$ cat config.mk
export PLATFORM = sky130hd
export DESIGN_NAME = gpin_irq_bank
export DESIGN_NICKNAME = d
export VERILOG_FILES = /design/src/rtl/gpin_pkg.sv /design/src/rtl/gpin_sync.sv /design/src/rtl/gpin_delay.sv /design/src/rtl/gpin_detect.sv /design/src/rtl/gpin_irq_bank.sv
export SDC_FILE = /design/constraint.sdc
export NUM_CORES = 1
export LEC_CHECK = 0
export BUFFER_PORTS_ARGS = -buffer_cell sky130_fd_sc_hd__buf_2
export CORE_ASPECT_RATIO = 0.7
export CORE_UTILIZATION = 40
export CTS_BUF_LIST = sky130_fd_sc_hd__clkbuf_4 sky130_fd_sc_hd__clkbuf_8
export CTS_CLUSTER_SIZE = 28
export DETAILED_ROUTE_END_ITERATION = 10
export GPL_ROUTABILITY_DRIVEN = 0
export PLACE_DENSITY_LB_ADDON = 0.05
export SKIP_CTS_REPAIR_TIMING = 1
export SLEW_MARGIN = 10
export SYNTH_ARGS = -nofsm -noshare
export SYNTH_HDL_FRONTEND = slang
export SYNTH_SLANG_ARGS = --single-unit
$ cat constraint.sdc
create_clock -name clk -period 2.38 [get_ports clk]
set_input_delay 0 -clock clk [delete_from_list [all_inputs] [get_ports clk]]
set_output_delay 0 -clock clk [all_outputs]
set_load 0.005 [all_outputs]
$ cat src/rtl/gpin_pkg.sv
package gpin_pkg;
  typedef enum logic [2:0] {
    TRIG_NONE = 3'd0,
    TRIG_RISE = 3'd1,
    TRIG_FALL = 3'd2,
    TRIG_BOTH = 3'd3,
    TRIG_LOW  = 3'd4,
    TRIG_HIGH = 3'd5
  } trig_e;

  localparam int TRIG_W = 3;
  localparam int DLY_W  = 2;

  localparam logic [2:0] ADDR_DELAY  = 3'd0;
  localparam logic [2:0] ADDR_TRIG   = 3'd1;
  localparam logic [2:0] ADDR_EN_SET = 3'd2;
  localparam logic [2:0] ADDR_EN_CLR = 3'd3;
  localparam logic [2:0] ADDR_STAT   = 3'd4;
  localparam logic [2:0] ADDR_LEVEL  = 3'd5;
endpackage

$ cat src/rtl/gpin_sync.sv
module gpin_sync #(
  parameter int W = 8
) (
  input  logic         clk,
  input  logic         rst,
  input  logic [W-1:0] din,
  output logic [W-1:0] dout
);
  logic [W-1:0] meta_q;
  logic [W-1:0] sync_q;

  always_ff @(posedge clk) begin
    if (rst) begin
      meta_q <= '0;
      sync_q <= '0;
    end else begin
      meta_q <= din;
      sync_q <= meta_q;
    end
  end

  assign dout = sync_q;
endmodule

$ cat src/rtl/gpin_delay.sv
module gpin_delay #(
  parameter int W    = 8,
  parameter int MAXD = 3,
  parameter int SELW = 2
) (
  input  logic            clk,
  input  logic            rst,
  input  logic [W-1:0]    din,
  input  logic [W*SELW-1:0] sel,
  output logic [W-1:0]    dout
);
  logic [W-1:0] stage_q [1:MAXD];

  for (genvar k = 1; k <= MAXD; k++) begin : g_stage
    always_ff @(posedge clk) begin
      if (rst) begin
        stage_q[k] <= '0;
      end else if (k == 1) begin
        stage_q[k] <= din;
      end else begin
        stage_q[k] <= stage_q[(k > 1) ? k-1 : 1];
      end
    end
  end

  for (genvar n = 0; n < W; n++) begin : g_tap
    logic [SELW-1:0] s;
    assign s = sel[n*SELW +: SELW];
    always_comb begin
      dout[n] = din[n];
      for (int k = 1; k <= MAXD; k++) begin
        if (int'(s) == k || (k == MAXD && int'(s) > MAXD)) begin
          dout[n] = stage_q[k][n];
        end
      end
    end
  end
endmodule

$ cat src/rtl/gpin_detect.sv
module gpin_detect
  import gpin_pkg::*;
#(
  parameter int W = 8
) (
  input  logic              clk,
  input  logic              rst,
  input  logic [W-1:0]      cur,
  input  logic [W*TRIG_W-1:0] trig,
  output logic [W-1:0]      hit
);
  logic [W-1:0] prev_q;

  always_ff @(posedge clk) begin
    if (rst) prev_q <= '0;
    else     prev_q <= cur;
  end

  for (genvar n = 0; n < W; n++) begin : g_ch
    logic [TRIG_W-1:0] code;
    logic rise, fall;
    assign code = trig[n*TRIG_W +: TRIG_W];
    assign rise = cur[n] & ~prev_q[n];
    assign fall = ~cur[n] & prev_q[n];
    always_comb begin
      case (code)
        TRIG_RISE: hit[n] = rise;
        TRIG_FALL: hit[n] = fall;
        TRIG_BOTH: hit[n] = rise | fall;
        TRIG_LOW:  hit[n] = ~cur[n];
        TRIG_HIGH: hit[n] = cur[n];
        default:   hit[n] = 1'b0;
      endcase
    end
  end
endmodule

$ cat src/rtl/gpin_irq_bank.sv
module gpin_irq_bank
  import gpin_pkg::*;
#(
  parameter int NCH  = 8,
  parameter int AW   = 3,
  parameter int DW   = 32,
  parameter int MAXD = 3
) (
  input  logic           clk,
  input  logic           rst,
  input  logic [NCH-1:0] pin_i,
  input  logic           wr_en,
  input  logic [AW-1:0]  wr_addr,
  input  logic [DW-1:0]  wr_data,
  input  logic [AW-1:0]  rd_addr,
  output logic [DW-1:0]  rd_data,
  output logic           irq
);
  localparam int DLYW  = NCH * DLY_W;
  localparam int TRGW  = NCH * TRIG_W;

  logic [DLYW-1:0] dly_q;
  logic [TRGW-1:0] trig_q;
  logic [NCH-1:0]  en_q;
  logic [NCH-1:0]  status_q;
  logic [NCH-1:0]  status_nxt;
  logic [NCH-1:0]  synced;
  logic [NCH-1:0]  delayed;
  logic [NCH-1:0]  hit;
  logic [NCH-1:0]  hit_en;
  logic [NCH-1:0]  clr_mask;
  logic [DW-1:0]   rd_nxt;

  gpin_sync #(.W(NCH)) u_sync (
    .clk(clk), .rst(rst), .din(pin_i), .dout(synced)
  );

  gpin_delay #(.W(NCH), .MAXD(MAXD), .SELW(DLY_W)) u_delay (
    .clk(clk), .rst(rst), .din(synced), .sel(dly_q), .dout(delayed)
  );

  gpin_detect #(.W(NCH)) u_detect (
    .clk(clk), .rst(rst), .cur(delayed), .trig(trig_q), .hit(hit)
  );

  // Configuration registers and enable mask.
  always_ff @(posedge clk) begin
    if (rst) begin
      dly_q  <= '0;
      trig_q <= '0;
      en_q   <= '0;
    end else if (wr_en) begin
      case (wr_addr)
        AW'(ADDR_DELAY):  dly_q  <= wr_data[DLYW-1:0];
        AW'(ADDR_TRIG):   trig_q <= wr_data[TRGW-1:0];
        AW'(ADDR_EN_SET): en_q   <= en_q | wr_data[NCH-1:0];
        AW'(ADDR_EN_CLR): en_q   <= en_q & ~wr_data[NCH-1:0];
        default: ;
      endcase
    end
  end

  // Sticky status: a detection in the same cycle beats a clear.
  assign hit_en     = hit & en_q;
  assign clr_mask   = (wr_en && wr_addr == AW'(ADDR_STAT)) ? wr_data[NCH-1:0] : '0;
  assign status_nxt = (status_q & ~clr_mask) | hit_en;

  always_ff @(posedge clk) begin
    if (rst) begin
      status_q <= '0;
      irq      <= 1'b0;
    end else begin
      status_q <= status_nxt;
      irq      <= |status_nxt;
    end
  end

  // Registered read port.
  always_comb begin
    rd_nxt = '0;
    case (rd_addr)
      AW'(ADDR_DELAY):  rd_nxt[DLYW-1:0] = dly_q;
      AW'(ADDR_TRIG):   rd_nxt[TRGW-1:0] = trig_q;
      AW'(ADDR_EN_SET): rd_nxt[NCH-1:0]  = en_q;
      AW'(ADDR_STAT):   rd_nxt[NCH-1:0]  = status_q;
      AW'(ADDR_LEVEL):  rd_nxt[NCH-1:0]  = delayed;
      default:          rd_nxt = '0;
    endcase
  end

  always_ff @(posedge clk) begin
    if (rst) rd_data <= '0;
    else     rd_data <= rd_nxt;
  end

  // Checks beside the status logic.
  assert_gate_R4: assert property (@(posedge clk) disable iff (rst)
    1'b1 |=> ((status_q & ~$past(status_q) & ~$past(en_q)) == '0))
    else $error("status rose on a disabled channel");

  assert_sticky_R5: assert property (@(posedge clk) disable iff (rst)
    1'b1 |=> (($past(status_q) & ~$past(clr_mask) & ~status_q) == '0))
    else $error("status fell without a clear");

  assert_w1c_R6: assert property (@(posedge clk) disable iff (rst)
    (wr_en && wr_addr == AW'(ADDR_STAT)) |=>
      ((status_q & $past(wr_data[NCH-1:0] & ~hit_en)) == '0))
    else $error("cleared status bit survived without a detection");

  assert_irq_R8: assert property (@(posedge clk) disable iff (rst)
    irq == (|status_q))
    else $error("irq disagrees with status");
endmodule

==> results of run 1 <==
[sequential cells by signal, indices dropped and copies added, names as in the netlist, named ones only]
signal / cells
trig_q: 24
u_sync.meta_q: 8
u_sync.dout: 8
u_delay.stage_q: 24
u_detect.prev_q: 8
irq: 1
rd_data: 24
dly_q: 16
status_q: 8
[how the worst max path moves through the flow]
stage | startpoint | to | depth (start not counted)
after detailed placement | dly_q[4]$_SDFFE_PP0P_ | irq$_SDFF_PP0_ | 7
final | dly_q[10]$_SDFFE_PP0P_ | irq$_SDFF_PP0_ | 7
after floorplan | dly_q[0]$_SDFFE_PP0P_ | irq$_SDFF_PP0_ | 7
after CTS | dly_q[4]$_SDFFE_PP0P_ | irq$_SDFF_PP0_ | 7
after global routing | dly_q[15]$_SDFFE_PP0P_ | irq$_SDFF_PP0_ | 9
after global placement | dly_q[4]$_SDFFE_PP0P_ | irq$_SDFF_PP0_ | 7
[through the flow]
| step | setup slack [ns] | total power [mW] | instances | TNS [ns] | cell area, um^2 |
|---|---|---|---|---|---|
| 2_1_floorplan | 0.228 | 2.47 | 604 | 0 | 5600 |
| 3_3_place_gp | 0.109 | 2.58 | 831 | 0 | 6100 |
| 3_5_place_dp | 0.0152 | 2.59 | 831 | 0 | 6100 |
| 4_1_cts | -0.00564 | 4.48 | 863 | -0.00564 | 6490 |
| 5_1_grt | -0.00858 | 4.66 | 898 | -0.00858 | 6930 |
| 6_report | 0.129 | 4.47 | 898 | 0 | 6930 |
[where the power goes]
group | total, mW | internal [mW] | switching (mW)
clock | 1.89 | 0.959 | 0.927
combinational | 0.340 | 0.157 | 0.183
sequential | 2.24 | 2.21 | 0.0381
total | 4.47 | 3.32 | 1.15
[critical path, stage by stage (launching register included)]
cell	delay, ns
dfxtp_1	0.40
mux4_2	0.58
ha_1	0.30
nand2_1	0.07
o2111ai_1	0.13
a221oi_2	0.44
a2111oi_4	0.10
a41oi_2	0.16
[cells in the final DEF, fill, tap and decap left out, drive strengths merged, types with 7 or more instances in the layout]
| master | netlist | layout |
|---|---|---|
| a211o | 7 | 7 |
| a21boi | 8 | 8 |
| a21oi | 61 | 61 |
| a221oi | 7 | 7 |
| a22o | 8 | 8 |
| a311oi | 8 | 8 |
| and2 | 13 | 13 |
| buf | 17 | 82 |
| clkbuf | 23 | 18 |
| clkinv | 0 | 7 |
| conb | 1 | 8 |
| dfxtp | 129 | 129 |
| dlygate4sd3 | 0 | 35 |
| ha | 8 | 8 |
| inv | 21 | 25 |
| mux2i | 34 | 34 |
| nand2 | 91 | 91 |
| nor2 | 21 | 21 |
| nor2b | 72 | 72 |
| o21ai | 8 | 8 |
| o2bb2ai | 7 | 7 |
[kinds of logic (layout without fill, tap and decap cells)]
| group | count (synthesis) | in the layout |
|---|---|---|
| and+or+nand+nor | 217 | 217 |
| adders and majority gates | 8 | 8 |
| DFF | 129 | 129 |
| other | 1 | 8 |
| muxes | 39 | 39 |
| buffers and inverters | 61 | 170 |
| AOI/OAI and AO/OA | 142 | 142 |
[cell usage after synthesis (all sizes together), types with 2 or more instances]
cell	instances	area, um^2
a311oi	8	70.1
mux4	3	67.6
a221oi	7	91.3
buf	17	103
a221o	3	30.0
o21ai	8	40.0
inv	21	78.8
nand2b	2	12.5
a211o	7	61.3
and3b	5	43.8
clkbuf	23	86.3
nor2	21	78.8
and3	5	31.3
o211ai	4	30.0
a41oi	2	25.0
and2b	3	25.0
ha	8	100
a31oi	5	31.3
a31o	3	26.3
and2	13	81.3
a21boi	8	60.1
a22o	8	70.1
a21oi	61	305
dfxtp	129	2580
nand2	91	342
o2bb2ai	7	61.3
a2111oi	5	68.8
nor2b	72	458
mux2	2	22.5
mux2i	34	382
[layout make-up]
| class | instances | share of cell area (%) |
|---|---|---|
| clock buffer | 18 | 3.49 |
| clock inverter | 14 | 2.26 |
| inverter | 21 | 1.14 |
| multi-input combinational | 414 | 40.8 |
| sequential | 129 | 37.4 |
| tap | 185 | 3.34 |
| timing repair buffer | 117 | 11.6 |
[layer usage]
| metal | global-route usage (%) | vias up |
|---|---|---|
| met5 | 0 | - |
| met4 | 4.63 | 0 |
| met3 | 5.37 | 6 |
| met2 | 33.1 | 124 |
| met1 | 30.3 | 2119 |
| li1 | - | 2267 |
==> results.ini, run 1 <==
[drt]
topRoutingLayerUsed = met4
firstDrtPassIters = 4
num_vias = 4516
routed-wl-met3_um = 1140
drtIter0Drc = 266
wl_per_cell_um = 16.5
drt.antenna.violating_nets = 0
drt-total-wl_um = 14800
drc = 0
wl_met2_um = 6520
wl_met1_um = 7090
viasPerCell = 5.03

[hold_path]
holdPathStages = 2
min_from = rst
holdPathEnd = u_delay.stage_q[0][8]$_SDFF_PP0_
min_path_type = in -> reg

[final_layout]
drive_gt1_share_pct = 21.3
syn2layout_area_growth_pct = 24.4
diodes = 0
utilization_pct = 51.9
regArea_um2 = 2590
fillers = 1222
nets = 757
multi_input_area_um2 = 2830

[setup_path]
rr_endpoint = irq$_SDFF_PP0_
startpoint_type = register
rr_worst_depth = 7
reg2reg_slack_ns = 0.13
cp.arrival_ns = 2.60
worstPathMaxFanout = 5
critPathKind = reg -> reg
cp.required_ns = 2.73
endpoint_kind = register
r2r_start = dly_q[10]$_SDFFE_PP0P_

[placed_design]
dp_hpwl_um = 10000
port_buffers = 65

[logic_synthesis]
synth-simple-area-share_pct = 20.1
synthFlopType = dfxtp_1
ys_warn_count = 0
avgSynthCellArea_um2 = 9.33
syn_area_um2 = 5570
synthCells = 597
synthMuxAreaShare_pct = 8.47
ys_ff_latch = 129
yosys.area_share.xor_xnor_pct = 0
synth_compound_area_share_pct = 18.4
synth_edf_count = 0
synth_top_family_by_area = simple AND/OR/NAND/NOR gates
synthAdderAreaFrac_pct = 1.80
async_flop_share_pct = 0
seq_area_frac_synth_pct = 46.4
synth.distinct_cells = 53

[cts]
clkSlewWorstSetupHoldPaths_ns = 0.08
insertion_delay_ns = 0.43
cts_tree = done
cts_buffers = 17
htreeDepth = 4
root_buffer = clkbuf_8
clock_sinks = 129
clk_path_buf_depth = 2

[global_route]
grt_usage_pct = 21.5
grt_max_degree = 45
grt_pass1_wl_um = 23300
grt_overflow = 0
antenna_found_initial = 0
grt_pass1_vias = 4286

[timing]
fin_skew_ns = 0.0132
hold_viol = 0
tightest_slew_ns = 0.858
period_share_pct = 94.6
relSlewSlack_pct = 42.8
setup_viol = 0
slew_viol_final = 0
hold_ws_ns = 0.0361
min_period_ns = 2.25
max_freq_mhz = 444

[power_and_ir_drop]
leakagePower_nw = 2.65
power_density_nw_per_um2 = 645
ir_drop_mv = 0.373

[die]
initial_utilization_pct = 41.7
core_um2 = 13400
fp.dieH_um = 101
io_pins = 82
num_rows = 35
dieArea_um2 = 14400
die_x_um = 143

[job]
maxCapViolCount = 0

[outcome]
status = complete, no violations

(Power assumes the default switching activity.)
==> run 2, diff against run 1 <==
--- a/config.mk
+++ b/config.mk
@@ -5,6 +5,7 @@
 export SDC_FILE = /design/constraint.sdc
 export NUM_CORES = 1
 export LEC_CHECK = 0
+export ABC_AREA = 1
 export BUFFER_PORTS_ARGS = -buffer_cell sky130_fd_sc_hd__buf_2
 export CORE_ASPECT_RATIO = 0.7
 export CORE_UTILIZATION = 40
==> run 2 against run 1 <==
  * The run now ends with design-rule violations left
  * Utilization down 0.82 points
  * Combinational power up 7.6%
  * Wire length down 9.5%
  * Sequential cell count unchanged
  * First-iteration DRC count down 9.8%
  * Hold slack better by 0.098 ns
  * Sequential power about the same
  * Die area down 6.3%
  * Largest power group unchanged
  * Highest routed layer unchanged
==> results.ini, run 2 <==
[setup_path]
startpoint_type = register
cp.required_ns = 2.67  ; -0.06 ns
crit_path_cell_trace = inv_2 -> nand2_1 -> nand3_1 -> nand2_2 -> inv_1 -> ha_1 -> inv_1 -> nand2_1 -> nand3_1 -> nand3_1 -> a21oi_1 -> nand2_1 -> nand2_1 -> nor2_1 -> nand2_1 -> nor2_1 -> nor2_1
cp.arrival_ns = 2.25  ; -0.35 ns
worstPathMaxFanout = 4  ; -1
r2r_start = dly_q[2]$_SDFFE_PP0P_
worst-path-buf-inv = 3  ; +3
cp_slowest_cell = dfxtp_1
crit_start = dly_q[2]$_SDFFE_PP0P_
worst_path_most_repeated_cell = nand2_1
endpoint_kind = register
critPathKind = reg -> reg
path_delay_family = simple AND/OR/NAND/NOR gates
max_stage_delay_ns = 0.40  ; -0.18 ns

[timing]
tightest_slew_ns = 0.871  ; +0.0126 ns
period_share_pct = 82.3  ; -12 points
hold_viol = 0  ; unchanged
min_period_ns = 1.96  ; -0.292 ns
rsz0062_at_grt = false
relSlewSlack_pct = 41.8  ; -1.0 points
max_freq_mhz = 511  ; +15%
fin_skew_ns = 0.0127  ; -0.000477 ns
setup_viol = 0  ; unchanged
setup_tns_ns = 0  ; unchanged
slew_viol_final = 0  ; unchanged

[final_layout]
nets = 849  ; +12%
top_regs = rd_data x24, trig_q x24, u_delay.stage_q x24
fillers = 1228  ; +0.49%
diodes = 0  ; unchanged
utilization_pct = 51.1  ; -0.82 points
drive_gt1_share_pct = 15.7  ; -5.7 points
final_cell_mix = dfxtp_1 (129), inv_1 (120), nand2_1 (106)
final_common_cell = dfxtp_1
syn2layout_area_growth_pct = 22.9

[outcome]
violations = design-rule violations
status = finished, violations left

[cts]
cts_buffers = 17  ; unchanged
insertion_delay_ns = 0.43  ; about the same
clock_sinks = 129  ; unchanged
clk_path_buf_depth = 2  ; unchanged
root_buffer = clkbuf_8
cts_tree = done
clkSlewWorstSetupHoldPaths_ns = 0.09  ; about the same
htreeDepth = 4  ; unchanged

[drt]
wl_per_cell_um = 13.9  ; -16%
viasPerCell = 4.83  ; -4.0%
drt-total-wl_um = 13400  ; -9.5%
firstDrtPassIters = 7  ; +3
drt.antenna.violating_nets = 0  ; unchanged
num_vias = 4670  ; +3.4%
drtIter0Drc = 240  ; -9.8%
drc = 14  ; +14

[die]
fp.dieH_um = 97.5  ; -3.2%
initial_utilization_pct = 41.5  ; -0.18 points
core_um2 = 12500  ; -6.0%
dieArea_um2 = 13500  ; -6.3%
num_rows = 34  ; -2.9%
die_x_um = 138  ; -3.2%
io_pins = 82  ; unchanged

[global_route]
grt_usage_pct = 20.8  ; -0.75 points
grt_pass1_vias = 4430  ; +3.4%
antenna_found_initial = 0  ; unchanged
grt_pass1_wl_um = 21800  ; -6.4%
grt_max_degree = 74  ; +64%
grt_overflow = 0  ; unchanged

[logic_synthesis]
syn_area_um2 = 5210  ; -6.4%
seq_area_frac_synth_pct = 49.5  ; +3.2 points
synth.top_cell.area_share_pct = 49.5  ; +3.2 points
synth.distinct_cells = 25  ; -53%
synthFlopType = dfxtp_1
synth_most_common_cell = dfxtp_1
ys_top_cells_by_area = dfxtp_1 (50%), inv_1 (8.6%), nand2_1 (7.6%)
synth_top_cell_by_area = dfxtp_1
ys_ff_latch = 129  ; unchanged
synth_edf_count = 0  ; unchanged
ys_warn_count = 0  ; unchanged
async_flop_share_pct = 0  ; unchanged
synthCells = 695  ; +16%
avgSynthCellArea_um2 = 7.50  ; -20%
yosys-top-cells-count = dfxtp_1 (129), inv_1 (120), nand2_1 (106)

[job]
maxCapViolCount = 0  ; unchanged

[power_and_ir_drop]
power_density_nw_per_um2 = 751  ; +16%
ir_drop_mv = 0.375  ; +0.49%
leakagePower_nw = 2.82  ; +6.5%

[hold_path]
min_from = wr_addr[1]
min_path_type = in -> reg

[placed_design]
dp_hpwl_um = 9160  ; -8.6%
port_buffers = 65  ; unchanged

run 2: cells by family after synthesis:
| group | share of synthesized area [%] |
|---|---|
| fa+ha+maj | 1.92 |
| flops | 49.5 |
| other cells | 0.0719 |
| compound gates | 15.8 |
| buf+inv | 12.6 |
| simple gates | 20.0 |
run 2: area by class of cell:
class / instances / area [um^2] / area share, %
inverters: 129 / 484 / 7.56
repair buffers: 101 / 676 / 10.5
clock buffers: 17 / 234 / 3.65
clock inverters: 15 / 230 / 3.59
flip-flops and latches: 129 / 2580 / 40.3
multi-input cells: 414 / 2000 / 31.2
well taps: 162 / 203 / 3.16
run 2: metal layers:
| metal | wire (um) | global-route usage [%] |
|---|---|---|
| met1 | 6700 | 27.5 |
| met5 | 0 | 0 |
| met3 | 696 | 5.03 |
| met2 | 5780 | 32.4 |
| met4 | 242 | 8.21 |
run 2: stage by stage:
stage               worst slack [ns]  area, um^2  hold WS (ns)  power, mW  instances
floorplan                      0.736        5240         0.107       2.52        702
global placement               0.478        5620         0.205       2.62        903
detailed placement             0.438        5620         0.208       2.63        903
CTS                            0.407        6090        -0.255       4.82        935
global route                   0.160        6410         0.129       5.03        967
finish                         0.421        6410         0.134       4.81        967
run 2: worst reg2reg max path, stage by stage (launching register included):
cell and delay (ns):
dfxtp_1 0.40, inv_2 0.06, nand2_1 0.06, nand3_1 0.08
nand2_2 0.11, inv_1 0.07, ha_1 0.27, inv_1 0.03
nand2_1 0.04, nand3_1 0.06, nand3_1 0.07, a21oi_1 0.05
nand2_1 0.07, nand2_1 0.06, nor2_1 0.19, nand2_1 0.07
nor2_1 0.09, nor2_1 0.05
run 2: final timing paths:
check | to | slack [ns] | depth (start not counted)
max | irq$_SDFF_PP0_ | 0.42 | 17
min | trig_q[2]$_SDFFE_PP0P_ | 0.13 | 4
max reg2reg | irq$_SDFF_PP0_ | 0.42 | 17
min reg2reg | u_sync.dout[5]$_SDFF_PP0_ | 0.40 | 2
run 2: power breakdown:
group / switching (mW) / total [mW] / leakage [nW] / internal [mW]
combinational: 0.225 / 0.366 / 1.55 / 0.141
clock: 0.930 / 2.19 / 0.224 / 1.26
sequential: 0.0361 / 2.25 / 1.05 / 2.22
total: 1.19 / 4.81 / 2.82 / 3.62
